**src/rtl/dac_cmd_pkg.sv**
```systemverilog
package dac_cmd_pkg;
  typedef enum logic [2:0] {
    OP_EXT      = 3'b000,
    OP_STAGE_A  = 3'b001,
    OP_LDX_A    = 3'b010,
    OP_WRITE_ALL= 3'b011,
    OP_XFER_ALL = 3'b100,
    OP_STAGE_B  = 3'b101,
    OP_LDX_B    = 3'b110,
    OP_SLEEP_ALL= 3'b111
  } prim_op_e;

  typedef enum logic [2:0] {
    SUB_NOP     = 3'b000,
    SUB_XFER_A  = 3'b001,
    SUB_GP_LOW  = 3'b010,
    SUB_GP_HIGH = 3'b011,
    SUB_EDGE    = 3'b100,
    SUB_XFER_B  = 3'b101,
    SUB_SLEEP_A = 3'b110,
    SUB_SLEEP_B = 3'b111
  } sub_op_e;
endpackage

```
**src/rtl/pin_sync.sv**
```systemverilog
module pin_sync #(
  parameter int NPINS  = 3,
  parameter int STAGES = 2,
  parameter logic [NPINS-1:0] RST_VAL = '0
) (
  input  logic             clk,
  input  logic             rst_n,
  input  logic [NPINS-1:0] pins,
  output logic [NPINS-1:0] level,
  output logic [NPINS-1:0] rise,
  output logic [NPINS-1:0] fall
);
  logic [NPINS-1:0] prev;

  for (genvar p = 0; p < NPINS; p++) begin : g_pin
    logic [STAGES-1:0] chain;
    always_ff @(posedge clk or negedge rst_n) begin
      if (!rst_n) chain <= {STAGES{RST_VAL[p]}};
      else        chain <= {chain[STAGES-2:0], pins[p]};
    end
    assign level[p] = chain[STAGES-1];
  end

  always_ff @(posedge clk or negedge rst_n) begin
    if (!rst_n) prev <= RST_VAL;
    else        prev <= level;
  end

  assign rise = level & ~prev;
  assign fall = ~level & prev;
endmodule

```
**src/rtl/cmd_shifter.sv**
```systemverilog
module cmd_shifter #(
  parameter int WORD_W = 16
) (
  input  logic              clk,
  input  logic              rst_n,
  input  logic              sck_rise,
  input  logic              cs_high,
  input  logic              cs_rise,
  input  logic              bit_in,
  output logic              word_valid,
  output logic [WORD_W-1:0] word
);
  localparam int CNT_W   = $clog2(WORD_W + 2);
  localparam logic [CNT_W-1:0] CNT_FULL = CNT_W'(WORD_W);
  localparam logic [CNT_W-1:0] CNT_OVER = CNT_W'(WORD_W + 1);

  logic [CNT_W-1:0] cnt;

  always_ff @(posedge clk or negedge rst_n) begin
    if (!rst_n) begin
      cnt  <= '0;
      word <= '0;
    end else if (cs_high) begin
      cnt <= '0;
    end else if (sck_rise) begin
      word <= {word[WORD_W-2:0], bit_in};
      if (cnt != CNT_OVER) cnt <= cnt + 1'b1;
    end
  end

  assign word_valid = cs_rise && (cnt == CNT_FULL);

  AST_CNT_RESTART: assert property (@(posedge clk) disable iff (!rst_n)
    cs_rise |=> (cnt == '0));
endmodule

```
**src/rtl/chan_regs.sv**
```systemverilog
module chan_regs
  import dac_cmd_pkg::*;
#(
  parameter int CODE_W = 13
) (
  input  logic              clk,
  input  logic              rst_n,
  input  logic              clear_n,
  input  logic              sd_enable,
  input  logic              word_valid,
  input  logic [CODE_W+2:0] word,
  output logic [CODE_W-1:0] code_a,
  output logic [CODE_W-1:0] code_b,
  output logic              sleep_a,
  output logic              sleep_b,
  output logic              gp_out,
  output logic              dout_rise_mode
);
  logic [CODE_W-1:0] stage_a, stage_b;
  logic [CODE_W-1:0] data;
  prim_op_e          prim;
  sub_op_e           sub;
  logic              go, sd_prev, sd_fall;
  logic st_a, st_b, dx_a, dx_b, cp_a, cp_b, zz_a, zz_b, gp_wr, md_wr;

  assign data    = word[CODE_W-1:0];
  assign prim    = prim_op_e'(word[CODE_W+2:CODE_W]);
  assign sub     = sub_op_e'(word[CODE_W-1:CODE_W-3]);
  assign go      = word_valid && clear_n;
  assign sd_fall = sd_prev && !sd_enable;

  always_comb begin
    st_a = 1'b0; st_b = 1'b0;   // stage from data
    dx_a = 1'b0; dx_b = 1'b0;   // converter from data
    cp_a = 1'b0; cp_b = 1'b0;   // converter from stage
    zz_a = 1'b0; zz_b = 1'b0;   // shutdown request
    gp_wr = 1'b0; md_wr = 1'b0;
    unique case (prim)
      OP_STAGE_A:   st_a = 1'b1;
      OP_STAGE_B:   st_b = 1'b1;
      OP_LDX_A:     begin st_a = 1'b1; dx_a = 1'b1; cp_b = 1'b1; end
      OP_LDX_B:     begin st_b = 1'b1; dx_b = 1'b1; cp_a = 1'b1; end
      OP_WRITE_ALL: begin st_a = 1'b1; st_b = 1'b1; dx_a = 1'b1; dx_b = 1'b1; end
      OP_XFER_ALL:  begin cp_a = 1'b1; cp_b = 1'b1; end
      OP_SLEEP_ALL: begin zz_a = 1'b1; zz_b = 1'b1; end
      OP_EXT: begin
        unique case (sub)
          SUB_XFER_A:  cp_a = 1'b1;
          SUB_XFER_B:  cp_b = 1'b1;
          SUB_SLEEP_A: zz_a = 1'b1;
          SUB_SLEEP_B: zz_b = 1'b1;
          SUB_GP_LOW, SUB_GP_HIGH: gp_wr = 1'b1;
          SUB_EDGE:    md_wr = 1'b1;
          default: ;
        endcase
      end
      default: ;
    endcase
  end

  always_ff @(posedge clk or negedge rst_n) begin
    if (!rst_n) begin
      stage_a <= '0; stage_b <= '0; code_a <= '0; code_b <= '0;
    end else if (!clear_n) begin
      stage_a <= '0; stage_b <= '0; code_a <= '0; code_b <= '0;
    end else if (word_valid) begin
      if (st_a) stage_a <= data;
      if (st_b) stage_b <= data;
      if (dx_a) code_a <= data; else if (cp_a) code_a <= stage_a;
      if (dx_b) code_b <= data; else if (cp_b) code_b <= stage_b;
    end
  end

  always_ff @(posedge clk or negedge rst_n) begin
    if (!rst_n) begin
      sleep_a <= 1'b0; sleep_b <= 1'b0; gp_out <= 1'b0;
      dout_rise_mode <= 1'b0; sd_prev <= 1'b0;
    end else begin
      sd_prev <= sd_enable;
      if (sd_fall) begin
        sleep_a <= 1'b0; sleep_b <= 1'b0;
      end else if (go) begin
        if (dx_a || cp_a)            sleep_a <= 1'b0;
        else if (zz_a && sd_enable)  sleep_a <= 1'b1;
        if (dx_b || cp_b)            sleep_b <= 1'b0;
        else if (zz_b && sd_enable)  sleep_b <= 1'b1;
      end
      if (go && gp_wr) gp_out <= word[CODE_W-3];
      if (go && md_wr) dout_rise_mode <= word[CODE_W-4];
    end
  end

  AST_CLEAR_ZEROES: assert property (@(posedge clk) disable iff (!rst_n)
    !clear_n |=> (code_a == '0 && code_b == '0));
  AST_LOCKOUT_HOLDS: assert property (@(posedge clk) disable iff (!rst_n)
    (!sd_enable && !sleep_a && !sleep_b) |=> (!sleep_a && !sleep_b));
  AST_WAKE_ON_FALL: assert property (@(posedge clk) disable iff (!rst_n)
    (sd_prev && !sd_enable) |=> (!sleep_a && !sleep_b));
  AST_IDLE_STABLE: assert property (@(posedge clk) disable iff (!rst_n)
    (!word_valid && clear_n) |=> ($stable(code_a) && $stable(code_b) && $stable(gp_out)));
  AST_SLEEP_NEEDS_WORD: assert property (@(posedge clk) disable iff (!rst_n)
    $rose(sleep_a) |-> $past(word_valid));
endmodule

```
**src/rtl/dac_cmd_ctrl.sv**
```systemverilog
module dac_cmd_ctrl #(
  parameter int CODE_W      = 13,
  parameter int SYNC_STAGES = 2
) (
  input  logic              clk,
  input  logic              rst_n,
  input  logic              spi_sck,
  input  logic              spi_cs_n,
  input  logic              spi_mosi,
  input  logic              clear_n,
  input  logic              sd_enable,
  output logic [CODE_W-1:0] code_a,
  output logic [CODE_W-1:0] code_b,
  output logic              sleep_a,
  output logic              sleep_b,
  output logic              gp_out,
  output logic              dout_rise_mode
);
  localparam int WORD_W = CODE_W + 3;

  logic [2:0] lvl, rse, fal;
  logic              word_valid;
  logic [WORD_W-1:0] word;
  logic              unused_edges;

  // pin order: 2 = select, 1 = clock, 0 = data
  pin_sync #(.NPINS(3), .STAGES(SYNC_STAGES), .RST_VAL(3'b100)) u_sync (
    .clk(clk), .rst_n(rst_n), .pins({spi_cs_n, spi_sck, spi_mosi}),
    .level(lvl), .rise(rse), .fall(fal)
  );

  assign unused_edges = ^{fal, rse[0]};

  cmd_shifter #(.WORD_W(WORD_W)) u_shift (
    .clk(clk), .rst_n(rst_n), .sck_rise(rse[1]), .cs_high(lvl[2]),
    .cs_rise(rse[2]), .bit_in(lvl[0]), .word_valid(word_valid), .word(word)
  );

  chan_regs #(.CODE_W(CODE_W)) u_regs (
    .clk(clk), .rst_n(rst_n), .clear_n(clear_n), .sd_enable(sd_enable),
    .word_valid(word_valid), .word(word),
    .code_a(code_a), .code_b(code_b), .sleep_a(sleep_a), .sleep_b(sleep_b),
    .gp_out(gp_out), .dout_rise_mode(dout_rise_mode)
  );
endmodule

```
**config.mk**
```make
export PLATFORM = sky130hd
export DESIGN_NAME = dac_cmd_ctrl
export DESIGN_NICKNAME = d
export VERILOG_FILES = /design/src/rtl/dac_cmd_pkg.sv /design/src/rtl/pin_sync.sv /design/src/rtl/cmd_shifter.sv /design/src/rtl/chan_regs.sv /design/src/rtl/dac_cmd_ctrl.sv
export SDC_FILE = /design/constraint.sdc
export NUM_CORES = 1
export LEC_CHECK = 0
export CAP_MARGIN = 20
export CORE_ASPECT_RATIO = 0.75
export CORE_MARGIN = 4
export CORE_UTILIZATION = 51
export CTS_BUF_LIST = sky130_fd_sc_hd__clkbuf_4 sky130_fd_sc_hd__clkbuf_8
export DETAILED_ROUTE_END_ITERATION = 10
export DONT_BUFFER_PORTS = 1
export PLACE_DENSITY = 0.76
export SLEW_MARGIN = 40
export SYNTH_ARGS = -nofsm -noshare
export SYNTH_HDL_FRONTEND = slang
export SYNTH_SLANG_ARGS = --single-unit
```
**constraint.sdc**
```tcl
create_clock -name clk -period 1.8 [get_ports clk]
set_input_delay 0.09 -clock clk [delete_from_list [all_inputs] [get_ports clk]]
set_output_delay 0.09 -clock clk [all_outputs]
set_load 0.01 [all_outputs]
```
==> impl_metrics.json <==
{
  "grt-busiest-layer": "met2",
  "violations": "hold timing, setup timing",
  "path_delay_family": "buffers and inverters",
  "numClockSinks": 86,
  "dieArea_um2": 9221,
  "max_freq_mhz": 539.6,
  "crit_buf_inv": 3,
  "critPathKind": "flop to flop",
  "slowest_stage": "dfrtp_1",
  "area_growth_pct": 19.79,
  "worstHoldPathType": "primary input to async pin",
  "via_count": 2838,
  "tightest_slew_ns": 0.7506,
  "ys_ff_latch": 86,
  "skew_ns": 0.01777,
  "routedWlPerCell_um": 18.40,
  "grt_max_degree": 87,
  "drtIter0Drc": 208,
  "rsz0062_at_grt": "yes",
  "clk_path_buf_depth": 2,
  "die_h_um": 84.17,
  "cts_hold_buf": 17,
  "min_period_ns": 1.853,
  "grt_pass1_vias": 2916,
  "grt_usage_pct": 21.10,
  "io-pin-count": 37,
  "crit_path_start_kind": "flop",
  "arrival_ns": 2.16,
  "clkSlewWorstSetupHoldPaths_ns": 0.10,
  "status": "finished, violations left",
  "cts_htree_levels": 3,
  "finalSetupTns_ns": -0.1004,
  "gr-usage-met1_pct": 28.99,
  "worstPathRequired_ns": 2.10,
  "initial_core_util_pct": 53.08,
  "viasPerCell": 5.804,
  "cpPeakStageDelay_ns": 0.41,
  "num_rows": 27,
  "globalplace.congestion": 0.8118,
  "drv_slew": 0,
  "drc": 0,
  "fin_nets": 393,
  "syn_area_per_cell_um2": 11.21,
  "ir_drop_v": 0.0008076,
  "hold_viol": 86,
  "dp_hpwl_um": 5686,
  "met2_usage_pct": 32.41,
  "ys_warn_count": 0,
  "syn_inst": 352,
  "first_pass_iters": 4,
  "ant_nets": 0,
  "diodes": 0,
  "crit_chain": "inv_2 > ha_4 > nand3b_4 > nor4b_4 > buf_4 > a21boi_4 > clkbuf_16 > mux2i_2",
  "total_power_mw": 4.009,
  "cts_tree": "done",
  "finalCritPeriodShare_pct": 102.9,
  "met3_usage_pct": 6.610,
  "slew_headroom_pct": 49.79,
  "cp-end-kind": "flop",
  "cp_max_fo": 6,
  "dp_cells": 448,
  "drt_wl_total_um": 8996,
  "dpl_cell_area_um2": 4182,
  "whs_ns": -0.6042,
  "drive_above_1_share_pct": 21.91,
  "p_leak_nw": 2.010,
  "place_ws_ns": -0.09082,
  "core_um2": 7432,
  "mostFrequentLayoutCell": "dfrtp_1",
  "layout_common_cells": "dfrtp_1 (83), nand2_1 (42), mux2i_1 (37), a21oi_1 (32), nor2_1 (22)",
  "setup_violations": 4,
  "yosysUniqueCellTypes": 39,
  "maxCapViolations": 0,
  "insertion_delay_ns": 0.38,
  "cts_buffers": 9,
  "cts_root_buf": "clkbuf_8",
  "grt_pass1_wl_um": 15100,
  "syn_nets": 362,
  "ys_seq_area_share_pct": 54.65,
  "die_w_um": 109.6,
  "final-instance-count-excl-fill": 489,
  "grt_remaining_overflow": 0,
  "fin_area_um2": 4726,
  "grt_antenna_before_repair": 0,
  "powerDensity_nw_per_um2": 848.2,
  "fin_ws_ns": -0.05309,
  "post-route-util_pct": 63.59,
  "syn_area_um2": 3945,
  "port-buffer-count": 0
}
-- flip-flops by register name (all words and copies together), names as in the netlist --
| name | count |
|---|---|
| u_regs.gp_out | 1 |
| u_regs.sleep_b | 1 |
| u_sync.prev | 2 |
| u_regs.sleep_a | 1 |
| u_regs.stage_a | 13 |
| u_shift.word | 16 |
| u_shift.cnt | 5 |
| u_sync.g_pin.chain | 6 |
| u_regs.code_b | 13 |
| u_regs.dout_rise_mode | 1 |
| u_regs.code_a | 13 |
| u_regs.stage_b | 13 |
| u_regs.sd_prev | 1 |
-- area by class of cell --
cell class / instances / area [µm²]
Clock inverter: 7 / 103.9
Timing Repair Buffer: 48 / 524.3
Fill cell: 611 / 2706
Tap cell: 101 / 126.4
Clock buffer: 9 / 123.9
Multi-Input combinational cell: 232 / 1669
Inverter: 6 / 22.52
Sequential cell: 86 / 2156
-- synthesized netlist by cell type, drive strengths merged --
| cell type | count | area share, % |
|---|---|---|
| ha | 3 | 0.95 |
| mux2 | 17 | 4.9 |
| a311oi | 13 | 2.9 |
| or2 | 1 | 0.16 |
| a211oi | 14 | 2.7 |
| o211ai | 2 | 0.63 |
| buf | 17 | 2.9 |
| o31ai | 1 | 0.19 |
| nand3 | 17 | 2.2 |
| a21oi | 32 | 4.1 |
| xnor2 | 1 | 0.22 |
| nand2b | 4 | 0.63 |
| a21boi | 1 | 0.48 |
| or3 | 1 | 0.16 |
| nor2 | 22 | 2.1 |
| and3b | 1 | 0.22 |
| mux2i | 39 | 9.9 |
| nor4b | 3 | 1.2 |
| nor3 | 1 | 0.13 |
| a2111oi | 1 | 0.25 |
| nand2 | 42 | 4.0 |
| xor2 | 3 | 0.67 |
| and3 | 1 | 0.16 |
| and2 | 3 | 0.48 |
| nand3b | 3 | 0.67 |
| dfrtp | 83 | 53 |
| or4b | 1 | 0.25 |
| clkbuf | 11 | 1.0 |
| a21o | 1 | 0.19 |
| nor3b | 1 | 0.19 |
| o21ai | 2 | 0.25 |
| dfstp | 3 | 2.0 |
| nor4 | 1 | 0.16 |
| inv | 6 | 0.57 |
-- worst reg2reg max path, stage by stage (launching register included) --
cell and delay, ns:
dfrtp_1 0.41, inv_2 0.08, ha_4 0.14, nand3b_4 0.09, nor4b_4 0.20, buf_4 0.17
a21boi_4 0.27, clkbuf_16 0.21, mux2i_2 0.22
-- logic make-up after synthesis --
logic type,Yosys count,share of synthesized area [%]
mux,56,14.75
simple gates,102,12.65
xor+xnor,4,0.8882
flops,86,54.65
compound gates,67,11.61
buf+inv,34,4.504
fa+ha+maj,3,0.9516
-- power by group --
part	switching [mW]	leakage, nW	internal [mW]	total (mW)
sequential	0.162	1.16	2.03	2.19
clock	0.755	0.114	0.803	1.56
combinational	0.109	0.732	0.150	0.259
-- what timing repair did --
item                                    in CTS  in global routing
gates cloned                                 1                  1
endpoints found under the hold margin      107                 86
pin swaps                                    9                 12
buffers inserted                             4                  2
endpoints found under the setup margin      43                 46
gates resized for setup                      6                 10
-- path summary, 6_finish.rpt --
check	slack, ns	from	end	cells past startpoint
min in group clk	0.16	clear_n	u_regs.code_b[1]$_DFFE_PN0P_	2
worst min register to register	0.36	u_sync.g_pin[1].chain[0]$_DFF_PN0_	u_sync.g_pin[1].chain[1]$_DFF_PN0_	0
worst min-delay path	-0.60	rst_n	u_shift.word[10]$_DFFE_PN0P_	0
worst max register to register	-0.05	u_shift.cnt[1]$_DFFE_PN0P_	u_regs.stage_b[1]$_DFFE_PN0P_	8
worst max-delay path	-0.05	u_shift.cnt[1]$_DFFE_PN0P_	u_regs.stage_b[1]$_DFFE_PN0P_	8
max in group asynchronous	2.20	rst_n	u_sync.g_pin[2].chain[0]$_DFF_PN1_	0
-- routing by layer --
layer	wire, µm	vias to the layer above
met5	0	-
met4	99	0
met3	645	14
met2	4376	71
met1	3874	1440
li1	-	1313
No activity file was read; power rests on OpenSTA's default activity.
